**config.mk**
```make
export PLATFORM = sky130hd
export DESIGN_NAME = evt_timer
export DESIGN_NICKNAME = d
export VERILOG_FILES = /design/src/rtl/evt_timer_pkg.sv /design/src/rtl/evt_timer_regs.sv /design/src/rtl/evt_timer_cond.sv /design/src/rtl/evt_timer_core.sv /design/src/rtl/evt_timer.sv
export SDC_FILE = /design/constraint.sdc
export NUM_CORES = 1
export LEC_CHECK = 0
export BUFFER_PORTS_ARGS = -buffer_cell sky130_fd_sc_hd__clkbuf_2
export CAP_MARGIN = 20
export CORE_ASPECT_RATIO = 1.1
export CORE_MARGIN = 2
export CORE_UTILIZATION = 40
export CTS_BUF_LIST = sky130_fd_sc_hd__clkbuf_2
export DETAILED_ROUTE_END_ITERATION = 12
export PLACE_DENSITY = 0.69
export SLEW_MARGIN = 15
export SYNTH_ARGS = -nofsm -noshare
export SYNTH_HDL_FRONTEND = slang
export SYNTH_SLANG_ARGS = --single-unit
export TNS_END_PERCENT = 50
```
**constraint.sdc**
```tcl
create_clock -name clk -period 2.88 [get_ports clk]
set_input_delay 0.144 -clock clk [delete_from_list [all_inputs] [get_ports clk]]
set_output_delay 0.144 -clock clk [all_outputs]
set_load 0.02 [all_outputs]
```
**src/rtl/evt_timer_pkg.sv**
```systemverilog
package evt_timer_pkg;

    typedef enum logic [1:0] {
        TM_OFF  = 2'd0,
        TM_BAUD = 2'd1,
        TM_PWM  = 2'd2,
        TM_WIDE = 2'd3
    } tmode_e;

    typedef enum logic [1:0] {
        PH_IDLE  = 2'd0,
        PH_START = 2'd1,
        PH_RUN   = 2'd2,
        PH_STOP  = 2'd3
    } phase_e;

    // Control word, most significant field first.
    typedef struct packed {
        logic       trig_src;   // [19]
        logic       trig_pol;   // [18]
        logic       start_en;   // [17]
        logic [1:0] stop_sel;   // [16:15]
        logic [2:0] en_sel;     // [14:12]
        logic [2:0] dis_sel;    // [11:9]
        logic [2:0] rst_sel;    // [8:6]
        logic [1:0] dec_src;    // [5:4]
        logic [1:0] init_out;   // [3:2]
        tmode_e     tmode;      // [1:0]
    } ctl_t;

    localparam int CTL_BITS = $bits(ctl_t);

    function automatic logic start_level(input logic [1:0] init_code);
        return ~init_code[0];
    endfunction

    function automatic logic restores_on_reload(input logic [1:0] init_code);
        return init_code[1];
    endfunction

endpackage

```
**src/rtl/evt_timer_regs.sv**
```systemverilog
module evt_timer_regs
    import evt_timer_pkg::*;
#(
    parameter int CNT_W  = 16,
    parameter int WORD_W = 20
) (
    input  logic              clk,
    input  logic              rst,
    input  logic              wr_i,
    input  logic              sel_i,
    input  logic [WORD_W-1:0] data_i,
    output ctl_t              ctl_o,
    output logic [CNT_W-1:0]  cmp_o
);
    always_ff @(posedge clk) begin
        if (rst) begin
            ctl_o <= '0;
            cmp_o <= '0;
        end else if (wr_i) begin
            if (sel_i) cmp_o <= data_i[CNT_W-1:0];
            else       ctl_o <= ctl_t'(data_i[CTL_BITS-1:0]);
        end
    end
endmodule

```
**src/rtl/evt_timer_cond.sv**
```systemverilog
module evt_timer_cond (
    input  logic       clk,
    input  logic       rst,
    input  logic       trig_src_i,
    input  logic       trig_pol_i,
    input  logic [1:0] dec_src_i,
    input  logic [2:0] rst_sel_i,
    input  logic [2:0] dis_sel_i,
    input  logic [2:0] en_sel_i,
    input  logic       trig_ext_i,
    input  logic       trig_int_i,
    input  logic       pin_i,
    input  logic       prev_en_i,
    input  logic       prev_dis_i,
    input  logic       tmr_out_i,
    output logic       en_hit_o,
    output logic       dis_hit_o,
    output logic       dis_on_cmp_o,
    output logic       rld_hit_o,
    output logic       tick_o,
    output logic       shift_clk_o
);
    logic trig, trig_q, pin_q;
    logic trig_rise, trig_fall, trig_any, pin_rise, pin_any;

    assign trig = (trig_src_i ? trig_int_i : trig_ext_i) ^ trig_pol_i;

    always_ff @(posedge clk) begin
        if (rst) begin
            trig_q <= 1'b0;
            pin_q  <= 1'b0;
        end else begin
            trig_q <= trig;
            pin_q  <= pin_i;
        end
    end

    assign trig_rise = trig & ~trig_q;
    assign trig_fall = ~trig & trig_q;
    assign trig_any  = trig ^ trig_q;
    assign pin_rise  = pin_i & ~pin_q;
    assign pin_any   = pin_i ^ pin_q;

    always_comb begin
        case (en_sel_i)
            3'd0:    en_hit_o = 1'b1;
            3'd1:    en_hit_o = prev_en_i;
            3'd2:    en_hit_o = trig;
            3'd3:    en_hit_o = trig & pin_i;
            3'd4:    en_hit_o = pin_rise;
            3'd5:    en_hit_o = pin_rise & trig;
            3'd6:    en_hit_o = trig_rise;
            default: en_hit_o = trig_any;
        endcase
        case (dis_sel_i)
            3'd1:    dis_hit_o = prev_dis_i;
            3'd4:    dis_hit_o = pin_any;
            3'd5:    dis_hit_o = pin_any & trig;
            3'd6:    dis_hit_o = trig_fall;
            default: dis_hit_o = 1'b0;
        endcase
        dis_on_cmp_o = (dis_sel_i == 3'd2) | ((dis_sel_i == 3'd3) & ~trig);
        case (rst_sel_i)
            3'd2:    rld_hit_o = (pin_i == tmr_out_i);
            3'd3:    rld_hit_o = (trig == tmr_out_i);
            3'd4:    rld_hit_o = pin_rise;
            3'd6:    rld_hit_o = trig_rise;
            3'd7:    rld_hit_o = trig_any;
            default: rld_hit_o = 1'b0;
        endcase
        case (dec_src_i)
            2'd0:    tick_o = 1'b1;
            2'd2:    tick_o = pin_any;
            default: tick_o = trig_any;
        endcase
        case (dec_src_i)
            2'd2:    shift_clk_o = pin_i;
            2'd3:    shift_clk_o = trig;
            default: shift_clk_o = tmr_out_i;
        endcase
    end
endmodule

```
**src/rtl/evt_timer_core.sv**
```systemverilog
module evt_timer_core
    import evt_timer_pkg::*;
#(
    parameter int CNT_W = 16
) (
    input  logic             clk,
    input  logic             rst,
    input  tmode_e           tmode_i,
    input  logic [1:0]       init_out_i,
    input  logic [1:0]       stop_sel_i,
    input  logic             start_en_i,
    input  logic [CNT_W-1:0] cmp_i,
    input  logic             en_hit_i,
    input  logic             dis_hit_i,
    input  logic             dis_on_cmp_i,
    input  logic             rld_hit_i,
    input  logic             tick_i,
    input  logic             flag_clr_i,
    output logic             tmr_out_o,
    output logic             flag_o,
    output logic             en_evt_o,
    output logic             dis_evt_o
);
    localparam int HALF = CNT_W / 2;

    phase_e           phase_q, phase_n;
    logic [CNT_W-1:0] cnt_q, cnt_n, step_cnt, per_cnt;
    logic             out_q, out_n, to_idle_q, to_idle_n;
    logic             step_tgl, step_wrap, per_end, cmp_evt, go_en, go_dis, stopping;
    logic [HALF-1:0]  lo, hi, cmp_lo, cmp_hi;

    assign lo     = cnt_q[HALF-1:0];
    assign hi     = cnt_q[CNT_W-1:HALF];
    assign cmp_lo = cmp_i[HALF-1:0];
    assign cmp_hi = cmp_i[CNT_W-1:HALF];

    // One counting step in the selected mode.
    always_comb begin
        step_cnt  = cnt_q;
        step_tgl  = 1'b0;
        step_wrap = 1'b0;
        case (tmode_i)
            TM_WIDE: begin
                if (cnt_q == '0) begin
                    step_cnt  = cmp_i;
                    step_tgl  = 1'b1;
                    step_wrap = 1'b1;
                end else begin
                    step_cnt = cnt_q - 1'b1;
                end
            end
            TM_BAUD: begin
                if (lo == '0) begin
                    step_tgl = 1'b1;
                    if (hi == '0) begin
                        step_wrap = 1'b1;
                        step_cnt  = cmp_i;
                    end else begin
                        step_cnt = {hi - 1'b1, cmp_lo};
                    end
                end else begin
                    step_cnt = {hi, lo - 1'b1};
                end
            end
            TM_PWM: begin
                if (out_q) begin
                    if (lo == '0) begin
                        step_tgl = 1'b1;
                        step_cnt = {hi, cmp_lo};
                    end else begin
                        step_cnt = {hi, lo - 1'b1};
                    end
                end else begin
                    if (hi == '0) begin
                        step_tgl  = 1'b1;
                        step_wrap = 1'b1;
                        step_cnt  = {cmp_hi, lo};
                    end else begin
                        step_cnt = {hi - 1'b1, lo};
                    end
                end
            end
            default: ;
        endcase
    end

    // Start and stop periods share the counter.
    assign per_end = (tmode_i == TM_WIDE) ? (cnt_q == '0) : (lo == '0);
    assign per_cnt = (tmode_i == TM_WIDE) ? (cnt_q - 1'b1) : {hi, lo - 1'b1};

    always_comb begin
        phase_n   = phase_q;
        cnt_n     = cnt_q;
        out_n     = out_q;
        to_idle_n = to_idle_q;
        cmp_evt   = 1'b0;
        go_en     = 1'b0;
        go_dis    = 1'b0;
        stopping  = 1'b0;
        if (tmode_i == TM_OFF) begin
            phase_n = PH_IDLE;
        end else begin
            case (phase_q)
                PH_IDLE: begin
                    if (en_hit_i) begin
                        phase_n = start_en_i ? PH_START : PH_RUN;
                        cnt_n   = cmp_i;
                        out_n   = start_level(init_out_i);
                        go_en   = 1'b1;
                    end
                end
                PH_START: begin
                    if (tick_i) begin
                        if (per_end) begin
                            phase_n = PH_RUN;
                            cnt_n   = cmp_i;
                        end else begin
                            cnt_n = per_cnt;
                        end
                    end
                end
                PH_RUN: begin
                    if (rld_hit_i) begin
                        cnt_n = cmp_i;
                        if (restores_on_reload(init_out_i)) out_n = start_level(init_out_i);
                    end else if (tick_i) begin
                        cnt_n   = step_cnt;
                        out_n   = out_q ^ step_tgl;
                        cmp_evt = step_wrap;
                    end
                    if (dis_hit_i || (cmp_evt && dis_on_cmp_i)) begin
                        if (stop_sel_i[1]) begin
                            stopping  = 1'b1;
                            to_idle_n = 1'b1;
                        end else begin
                            phase_n = PH_IDLE;
                            go_dis  = 1'b1;
                        end
                    end else if (cmp_evt && stop_sel_i[0]) begin
                        stopping  = 1'b1;
                        to_idle_n = 1'b0;
                    end
                    if (stopping) begin
                        phase_n = PH_STOP;
                        cnt_n   = cmp_i;
                    end
                end
                default: begin
                    if (tick_i) begin
                        if (per_end) begin
                            if (to_idle_q) begin
                                phase_n = PH_IDLE;
                                go_dis  = 1'b1;
                            end else begin
                                phase_n = PH_RUN;
                                cnt_n   = cmp_i;
                            end
                        end else begin
                            cnt_n = per_cnt;
                        end
                    end
                end
            endcase
        end
    end

    always_ff @(posedge clk) begin
        if (rst) begin
            phase_q   <= PH_IDLE;
            cnt_q     <= '0;
            out_q     <= 1'b0;
            to_idle_q <= 1'b0;
            flag_o    <= 1'b0;
            en_evt_o  <= 1'b0;
            dis_evt_o <= 1'b0;
        end else begin
            phase_q   <= phase_n;
            cnt_q     <= cnt_n;
            out_q     <= out_n;
            to_idle_q <= to_idle_n;
            en_evt_o  <= go_en;
            dis_evt_o <= go_dis;
            if (cmp_evt)         flag_o <= 1'b1;
            else if (flag_clr_i) flag_o <= 1'b0;
        end
    end

    assign tmr_out_o = out_q;

    a_r2_off_goes_idle: assert property (@(posedge clk) disable iff (rst)
        (tmode_i == TM_OFF) |=> (phase_q == PH_IDLE));
    a_r3_en_pulse_running: assert property (@(posedge clk) disable iff (rst)
        en_evt_o |-> (phase_q != PH_IDLE));
    a_r9_dis_pulse_idle: assert property (@(posedge clk) disable iff (rst)
        dis_evt_o |-> (phase_q == PH_IDLE));
    a_r12_flag_follows_cmp: assert property (@(posedge clk) disable iff (rst)
        cmp_evt |=> flag_o);
    a_r12_no_cmp_when_idle: assert property (@(posedge clk) disable iff (rst)
        (phase_q == PH_IDLE) |-> !cmp_evt);
    a_r10_start_holds_out: assert property (@(posedge clk) disable iff (rst)
        (phase_q == PH_START) |=> $stable(out_q));
    a_r11_stop_holds_out: assert property (@(posedge clk) disable iff (rst)
        (phase_q == PH_STOP) |=> $stable(out_q));
endmodule

```
**src/rtl/evt_timer.sv**
```systemverilog
module evt_timer
    import evt_timer_pkg::*;
#(
    parameter  int CNT_W  = 16,
    localparam int WORD_W = (CTL_BITS > CNT_W) ? CTL_BITS : CNT_W
) (
    input  logic              clk,
    input  logic              rst,
    input  logic              cfg_wr_i,
    input  logic              cfg_sel_i,
    input  logic [WORD_W-1:0] cfg_data_i,
    input  logic              trig_ext_i,
    input  logic              trig_int_i,
    input  logic              pin_i,
    input  logic              prev_en_i,
    input  logic              prev_dis_i,
    input  logic              flag_clr_i,
    output logic              tmr_out_o,
    output logic              shift_clk_o,
    output logic              flag_o,
    output logic              en_evt_o,
    output logic              dis_evt_o
);
    ctl_t             ctl;
    logic [CNT_W-1:0] cmp;
    logic             en_hit, dis_hit, dis_on_cmp, rld_hit, tick;

    evt_timer_regs #(.CNT_W(CNT_W), .WORD_W(WORD_W)) u_regs (
        .clk(clk), .rst(rst), .wr_i(cfg_wr_i), .sel_i(cfg_sel_i),
        .data_i(cfg_data_i), .ctl_o(ctl), .cmp_o(cmp)
    );

    evt_timer_cond u_cond (
        .clk(clk), .rst(rst),
        .trig_src_i(ctl.trig_src), .trig_pol_i(ctl.trig_pol),
        .dec_src_i(ctl.dec_src), .rst_sel_i(ctl.rst_sel),
        .dis_sel_i(ctl.dis_sel), .en_sel_i(ctl.en_sel),
        .trig_ext_i(trig_ext_i), .trig_int_i(trig_int_i), .pin_i(pin_i),
        .prev_en_i(prev_en_i), .prev_dis_i(prev_dis_i), .tmr_out_i(tmr_out_o),
        .en_hit_o(en_hit), .dis_hit_o(dis_hit), .dis_on_cmp_o(dis_on_cmp),
        .rld_hit_o(rld_hit), .tick_o(tick), .shift_clk_o(shift_clk_o)
    );

    evt_timer_core #(.CNT_W(CNT_W)) u_core (
        .clk(clk), .rst(rst),
        .tmode_i(ctl.tmode), .init_out_i(ctl.init_out),
        .stop_sel_i(ctl.stop_sel), .start_en_i(ctl.start_en), .cmp_i(cmp),
        .en_hit_i(en_hit), .dis_hit_i(dis_hit), .dis_on_cmp_i(dis_on_cmp),
        .rld_hit_i(rld_hit), .tick_i(tick), .flag_clr_i(flag_clr_i),
        .tmr_out_o(tmr_out_o), .flag_o(flag_o),
        .en_evt_o(en_evt_o), .dis_evt_o(dis_evt_o)
    );
endmodule

```
### After elaboration in Yosys (flattened, before gate mapping)

Index checks and enable logic that the tools add are counted.

* output and inout bits: 5
* input bits: 30
* bits in registers: 61

* multiplexer cells: 72
* add/sub/neg operators: 3
* bitwise gates (word level): 19
* eq/ne operators: 40
* reductions and logical operators: 25

Operators with widths (count)
* 16-bit 2-to-1 mux: 15
* 16-bit case mux with 3 select lines: 2
* 1-bit 2-to-1 mux: 34
* 3-bit == test (second input constant): 9
* 2-bit 2-to-1 mux: 10
* 3-bit by 2-bit == test with 1-bit output (second input constant): 6
* 16-bit zero test: 1
* 8-bit zero test: 2
* 16-bit by 1-bit subtractor with 16-bit output (second input constant): 1
* 8-bit by 1-bit subtractor with 8-bit output (second input constant): 2
* 2-bit == test (second input constant): 5
* 5-bit by 4-bit inequality test with 1-bit output (second input constant): 2
* 5-bit inequality test (second input constant): 2
* 3-bit inequality test (second input constant): 3
* 9-bit AND reduction: 1
* 8-bit 2-to-1 mux: 1
* 1-bit case mux with 2 select lines: 4
* 8-bit AND reduction: 1
* 1-bit AND: 7
* 1-bit NOT: 7
* 1-bit case mux with 7 select lines: 1
* 7-bit AND reduction: 1
* 3-bit by 1-bit == test with 1-bit output (second input constant): 2
* 2-bit zero test: 3
* 23 further kinds: 37

### Logic depth before layout (Yosys ltp)

* depth after elaboration: 15
* gate-level depth with buffers: 13

### Modules after synthesis

From an unflattened synthesis, not the netlist that was laid out.

* cells, all modules: 528
* area, all modules: 4426.7 sq um

Modules (own cells, without submodules)
* evt_timer_core: cells an instance 335, instances 1, area an instance 2487.4 sq um
* evt_timer_regs: cells an instance 141, instances 1, area an instance 1521.5 sq um
* evt_timer_cond: cells an instance 52, instances 1, area an instance 417.9 sq um

### Least setup slack after synthesis

Ideal clock, no wire load.

* path kind: register to register
* from: register u_regs.ctl_o[19] (netlist bit)
* to: register u_core.cnt_q[13]
* clock period less this slack: 2.911 ns
* slack: -0.031 ns
* stages on the path, launching flop included: 13
* arrival time: 2.787 ns
* library setup time: 0.124 ns
* cells stage by stage: dfxtp_1 > mux2i_2 > xor2_2 > inv_2 > ha_1 > mux2i_1 > o22ai_1 > a221oi_2 > nand3_1 > o41a_4 > buf_6 > o21bai_1 > a31oi_1

* longest elaborated chain between the ends: 15
* elaborated cells on any way between the ends: 38

RTL lines
* start, declared: line evt_timer_regs.sv:12 `output ctl_t ctl_o,`
* start signal, assigned: line evt_timer_regs.sv:21 `else ctl_o <= ctl_t'(data_i[CTL_BITS-1:0]);`
* 1-bit 2-to-1 mux *: line evt_timer_cond.sv:26 `assign trig = (trig_src_i ? trig_int_i : trig_ext_i) ^ trig_pol_i;`
* 1-bit bitwise XOR *: line evt_timer_cond.sv:26
* named net u_cond.trig: line evt_timer_cond.sv:23 `logic trig, trig_q, pin_q;`
* 1-bit bitwise XOR: line evt_timer_cond.sv:40 `assign trig_any = trig ^ trig_q;`
* 1-bit case mux with 2 select lines: line evt_timer_cond.sv:71 `case (dec_src_i)`
* 1-bit 2-to-1 mux: line evt_timer_core.sv:126 `end else if (tick_i) begin`
* 1-bit 2-to-1 mux: line evt_timer_core.sv:123 `if (rld_hit_i) begin`
* 1-bit 2-to-1 mux: line evt_timer_core.sv:103 `case (phase_q)`
* 1-bit 2-to-1 mux: line evt_timer_core.sv:100 `if (tmode_i == TM_OFF) begin`
* 1-bit logical AND (on tied branches): line evt_timer_core.sv:139, evt_timer_core.sv:131
* 1-bit 2-to-1 mux or 1-bit logical OR (tied branches): line evt_timer_core.sv:139, evt_timer_core.sv:131
* 1-bit 2-to-1 mux: line evt_timer_core.sv:131 `if (dis_hit_i || (cmp_evt && dis_on_cmp_i)) begin`
* 1-bit 2-to-1 mux: line evt_timer_core.sv:103
* 1-bit 2-to-1 mux: line evt_timer_core.sv:100
* 6-bit by 5-bit inequality test with 1-bit output (no line) (tied with other cells)
* 9-bit AND reduction (no line) or 16-bit case mux with 3 select lines (tied branches)
* end signal, assigned: line evt_timer_core.sv:178 `cnt_q <= cnt_n;`
* end, declared: line evt_timer_core.sv:27 `logic [CNT_W-1:0] cnt_q, cnt_n, step_cnt, per_cnt;`

The timed path passes the listed nets; every way through them passes the cells marked *. The select of a mux whose other input is x is not followed.
A chain may end at the register's enable or synchronous reset.

### Final worst setup path

* from: register u_regs.ctl_o[19] (netlist bit)
* to: register u_core.cnt_q[0]

* longest elaborated chain between the ends: 15
* elaborated cells on any way between the ends: 37

RTL lines (line)
* 1-bit 2-to-1 mux *: evt_timer_cond.sv:26
* 1-bit bitwise XOR *: evt_timer_cond.sv:26
* 1-bit bitwise XOR: evt_timer_cond.sv:40
* 1-bit case mux with 2 select lines: evt_timer_cond.sv:71
* 1-bit 2-to-1 mux: evt_timer_core.sv:126
* 1-bit 2-to-1 mux: evt_timer_core.sv:123
* 1-bit 2-to-1 mux: evt_timer_core.sv:103
* 1-bit 2-to-1 mux: evt_timer_core.sv:100
* 1-bit logical AND (on tied branches): evt_timer_core.sv:139, evt_timer_core.sv:131
* 1-bit 2-to-1 mux or 1-bit logical OR (tied branches): evt_timer_core.sv:139, evt_timer_core.sv:131
* 1-bit 2-to-1 mux: evt_timer_core.sv:131
* 1-bit 2-to-1 mux: evt_timer_core.sv:103
* 1-bit 2-to-1 mux: evt_timer_core.sv:100
* 6-bit by 5-bit inequality test with 1-bit output (no line) (tied with other cells)
* 8-bit AND reduction (no line) or 16-bit case mux with 3 select lines (tied branches)

Every way passes the cells marked *; elsewhere a longest branch is shown, timed or not. The select of a mux whose other input is x is not followed.

==> run_results.csv <==
group,metric,value,unit
placed_design,dp.final_hpwl,8.965,mm
sta,final.min_clock_period,2.994,ns
routing,via_per_inst,5.807,
synthesis,ys_seq_area_frac,0.2913,
global_route,grt_max_degree,43,
finish,drive_above_1_share,0.2298,
synthesis,ys_warn_count,0,
routing,drt-wirelength-per-cell,17.31,µm
global_route,grt_pass1_wl,21.35,mm
cts,clk_pin_slew,0.23,ns
sta,fin_skew,0.03800,ns
worst_hold_path,worstHoldPathType,"in2reg",
floorplanning,die_h,111.4,µm
sta,tightest_slew,0.8327,ns
cts,clk_latency,0.55,ns
synthesis,syn_area_per_cell,7.820,µm²
power,p_sw_frac,0.4088,
routing,drc,0,
synthesis,synthCells,536,
power,combPwrFrac,0.377,
sta,setup_viol,16,
sta,maxSlewViolCount,0,
worst_setup_path,critPathKind,"reg2reg",
synthesis,synth_edf_count,0,
sta,fin_setup_tns,-1.188,ns
finish,layout.nets,653,
finish,fin_area,5176,µm²
global_route,antenna_found_initial,1,
synthesis,netlist_area,4192,µm²
worst_setup_path,r2r_start,"u_regs.ctl_o[19]$_SDFFE_PP0P_",
cts,htreeDepth,3,
placed_design,io_buffer_count,34,
global_route,grt_pass1_vias,4260,
floorplanning,io_pins,35,
sta,rsz0062_at_grt,"yes",
worst_setup_path,required,3.34,ns
worst_hold_path,hp-start,"cfg_wr_i",
sta,slew_headroom,0.4449,
worst_setup_path,critPathLaunch,"u_regs.ctl_o[19]$_SDFFE_PP0P_",
power,ir_drop,305.6,µV
synthesis,yosysUniqueCellTypes,83,
synthesis,async_reset_ff_frac,0,
synthesis,syn_nets,576,
power,seq_power_share,0.403,
synthesis,synth_top_area_cell,"dfxtp_1",
cts,cts-root-buf,"clkbuf_2",
worst_setup_path,critical_path_arrival,3.45,ns
placed_design,place_ws,-0.1154,ns
placed_design,place.gp.congestion,0.9425,
worst_setup_path,setup.worst_path.start_class,"flop",
routing,first_pass_iters,5,
cts,cts_buffers,9,
floorplanning,die_x,101.6,µm
synthesis,synth_top_area_share,0.2913,
worst_setup_path,ff2ff_setup_slack,-0.11,ns
routing,ant_nets,0,
routing,drt_wl_total,13.19,mm
worst_setup_path,crit_fanout,7,
sta,fin_ws,-0.1136,ns
finish,fin_cells,762,
worst_setup_path,rr_worst_depth,12,
routing,drt_iter0_drc,438,
placed_design,place_area,4643,µm²
floorplanning,start_util,0.4071,
power,p_int,1426,µW
worst_setup_path,endpoint,"u_core.cnt_q[0]$_SDFFE_PP0P_",
outcome,outcome,"finished with violations",
cts,clock_path_buffers,2,
cts,cts_sinks,61,
synthesis,synth.ff_latch_count,61,
power,clkPwrFrac,0.221,
sta,hold_viol,0,
global_route,grt_remaining_overflow,0,
sta,max_freq,334.1,MHz
flow_run,maxCapViolCount,0,
power,power_density,465.9,nW/µm²
power,power,2411,µW
floorplanning,rows,39,
global_route,grt_use_total,0.2371,
placed_design,dp.cells,714,
power,p_leak,0.001923,µW
worst_setup_path,end_kind,"flop",
worst_setup_path,r2r_end,"u_core.cnt_q[0]$_SDFFE_PP0P_",
floorplanning,die_area,11310,µm²
synthesis,synth.area.top_cells,"dfxtp_1 (29%), nand2_1 (8.9%), a21oi_1 (6.7%)",
cts,cts_tree,"built",
synthesis,synth_top_flop_cell,"dfxtp_1",
outcome,violations,"setup timing",
power,p_sw,985.9,µW
floorplanning,core_region_area,10300,µm²
finish,areaGrowthSynthToFinish,23.49,%
routing,vias,4425,
sta,finalCritPeriodShare,1.039,
## repair_timing
action | in CTS | in global routing
hold buffers | 23 | 0
setup endpoints to repair | 17 | 21
setup buffers | 4 | 3
pin swaps | 6 | 14
hold endpoints to repair | 38 | 0
gates cloned | 1 | 0
resized for setup | 12 | 17
## power by group through the flow
stage	sequential (µW)	combinational [µW]	clock [µW]
after floorplan	954	614	0
final	971	908	533
after global routing	976	996	573
after global placement	981	800	0
after CTS	967	866	535
after detailed placement	983	817	0
## sequential cells by signal (all words and copies together) (netlist names)
register and cells:
u_core.tmr_out_o 1, u_core.cnt_q 16, u_regs.ctl_o 20, u_core.dis_evt_o 1, u_regs.cmp_o 16, u_cond.pin_q 1
u_core.en_evt_o 1, u_core.flag_o 1, u_core.to_idle_q 1, u_cond.trig_q 1, u_core.phase_q 2
## cells in the mapped netlist (all sizes together), types with 6 or more instances
library cell / number
nand2: 99
nor2b: 10
nor3: 10
a22oi: 9
a31oi: 9
nand3: 10
ha: 10
a221oi: 8
o22ai: 6
clkbuf: 22
buf: 9
inv: 18
a21o: 6
xnor2: 6
a211oi: 18
dfxtp: 61
nand2b: 14
a21oi: 57
xor2: 8
o21ai: 12
nor2: 41
and2: 6
mux2i: 7
## worst min path at each step
stage                                          to  slack [ns]  depth (start not counted)
CTS                  u_regs.ctl_o[2]$_SDFFE_PP0P_        0.02                          4
floorplan                 u_cond.pin_q$_SDFF_PP0_        0.27                          1
detailed placement  u_regs.ctl_o[19]$_SDFFE_PP0P_        0.38                          3
finish               u_regs.ctl_o[3]$_SDFFE_PP0P_        0.03                          4
global placement    u_regs.ctl_o[19]$_SDFFE_PP0P_        0.37                          3
global route         u_regs.ctl_o[2]$_SDFFE_PP0P_        0.02                          4
## logic make-up after synthesis
logic type / synth area share
AND/OR/NAND/NOR: 0.2755
multiplexers: 0.02657
buffers and inverters: 0.04895
flip-flops: 0.2913
adder cells (fa/ha/maj): 0.02985
XOR/XNOR: 0.03105
AO/OA/AOI/OAI: 0.2967
## cells in the final DEF (no fill, tap or decap), types with 6 or more instances in the layout
master	instances
nand2_1	99
dfxtp_1	60
a21oi_1	56
clkbuf_2	43
nor2_1	38
buf_4	37
dlygate4sd3_1	23
inv_1	17
nand2b_1	14
a211oi_2	10
nor2b_1	10
a22oi_1	9
nor3_1	9
o21ai_0	9
ha_1	9
a31oi_1	8
a211oi_1	8
nand3_1	8
xor2_1	7
o22ai_1	6
xnor2_1	6
mux2i_1	6
a21o_1	6
## critical path: stages (launching register included)
cell and delay [ns]:
dfxtp_4 0.42, mux2i_4 0.27, xor2_2 0.23, buf_4 0.15, ha_1 0.13, nor2b_1 0.05
o311a_1 0.34, o211a_1 0.16, o21a_4 0.25, o41ai_4 0.36, buf_4 0.20, a22oi_1 0.10
a211oi_2 0.22
## metal layers
| layer | up-vias | GRT usage | wire [µm] |
|---|---|---|---|
| met5 | - | 0 | 0 |
| met4 | 0 | 0.1297 | 544 |
| met3 | 43 | 0.04080 | 672 |
| met2 | 183 | 0.3715 | 6404 |
| met1 | 2087 | 0.3066 | 5569 |
| li1 | 2112 | - | - |
## metrics by stage
step                      utilization  hold WS [ns]
final                          0.5027       0.02938
after global routing           0.5027       0.02462
after CTS                      0.4937       0.02067
after detailed placement       0.4510        0.3777
after global placement         0.4510        0.3725
after floorplan                     -        0.2722
## cell type report
type,instances,area [µm²]
multi-input combinational,427,2894
sequential,61,1225
clock inverter,7,62.56
inverter,18,67.56
fill,962,5120
timing repair buffer,96,700.7
clock buffer,9,45.04
antenna,1,2.502
tap,143,178.9
No activity file was read; power rests on OpenSTA's default activity.
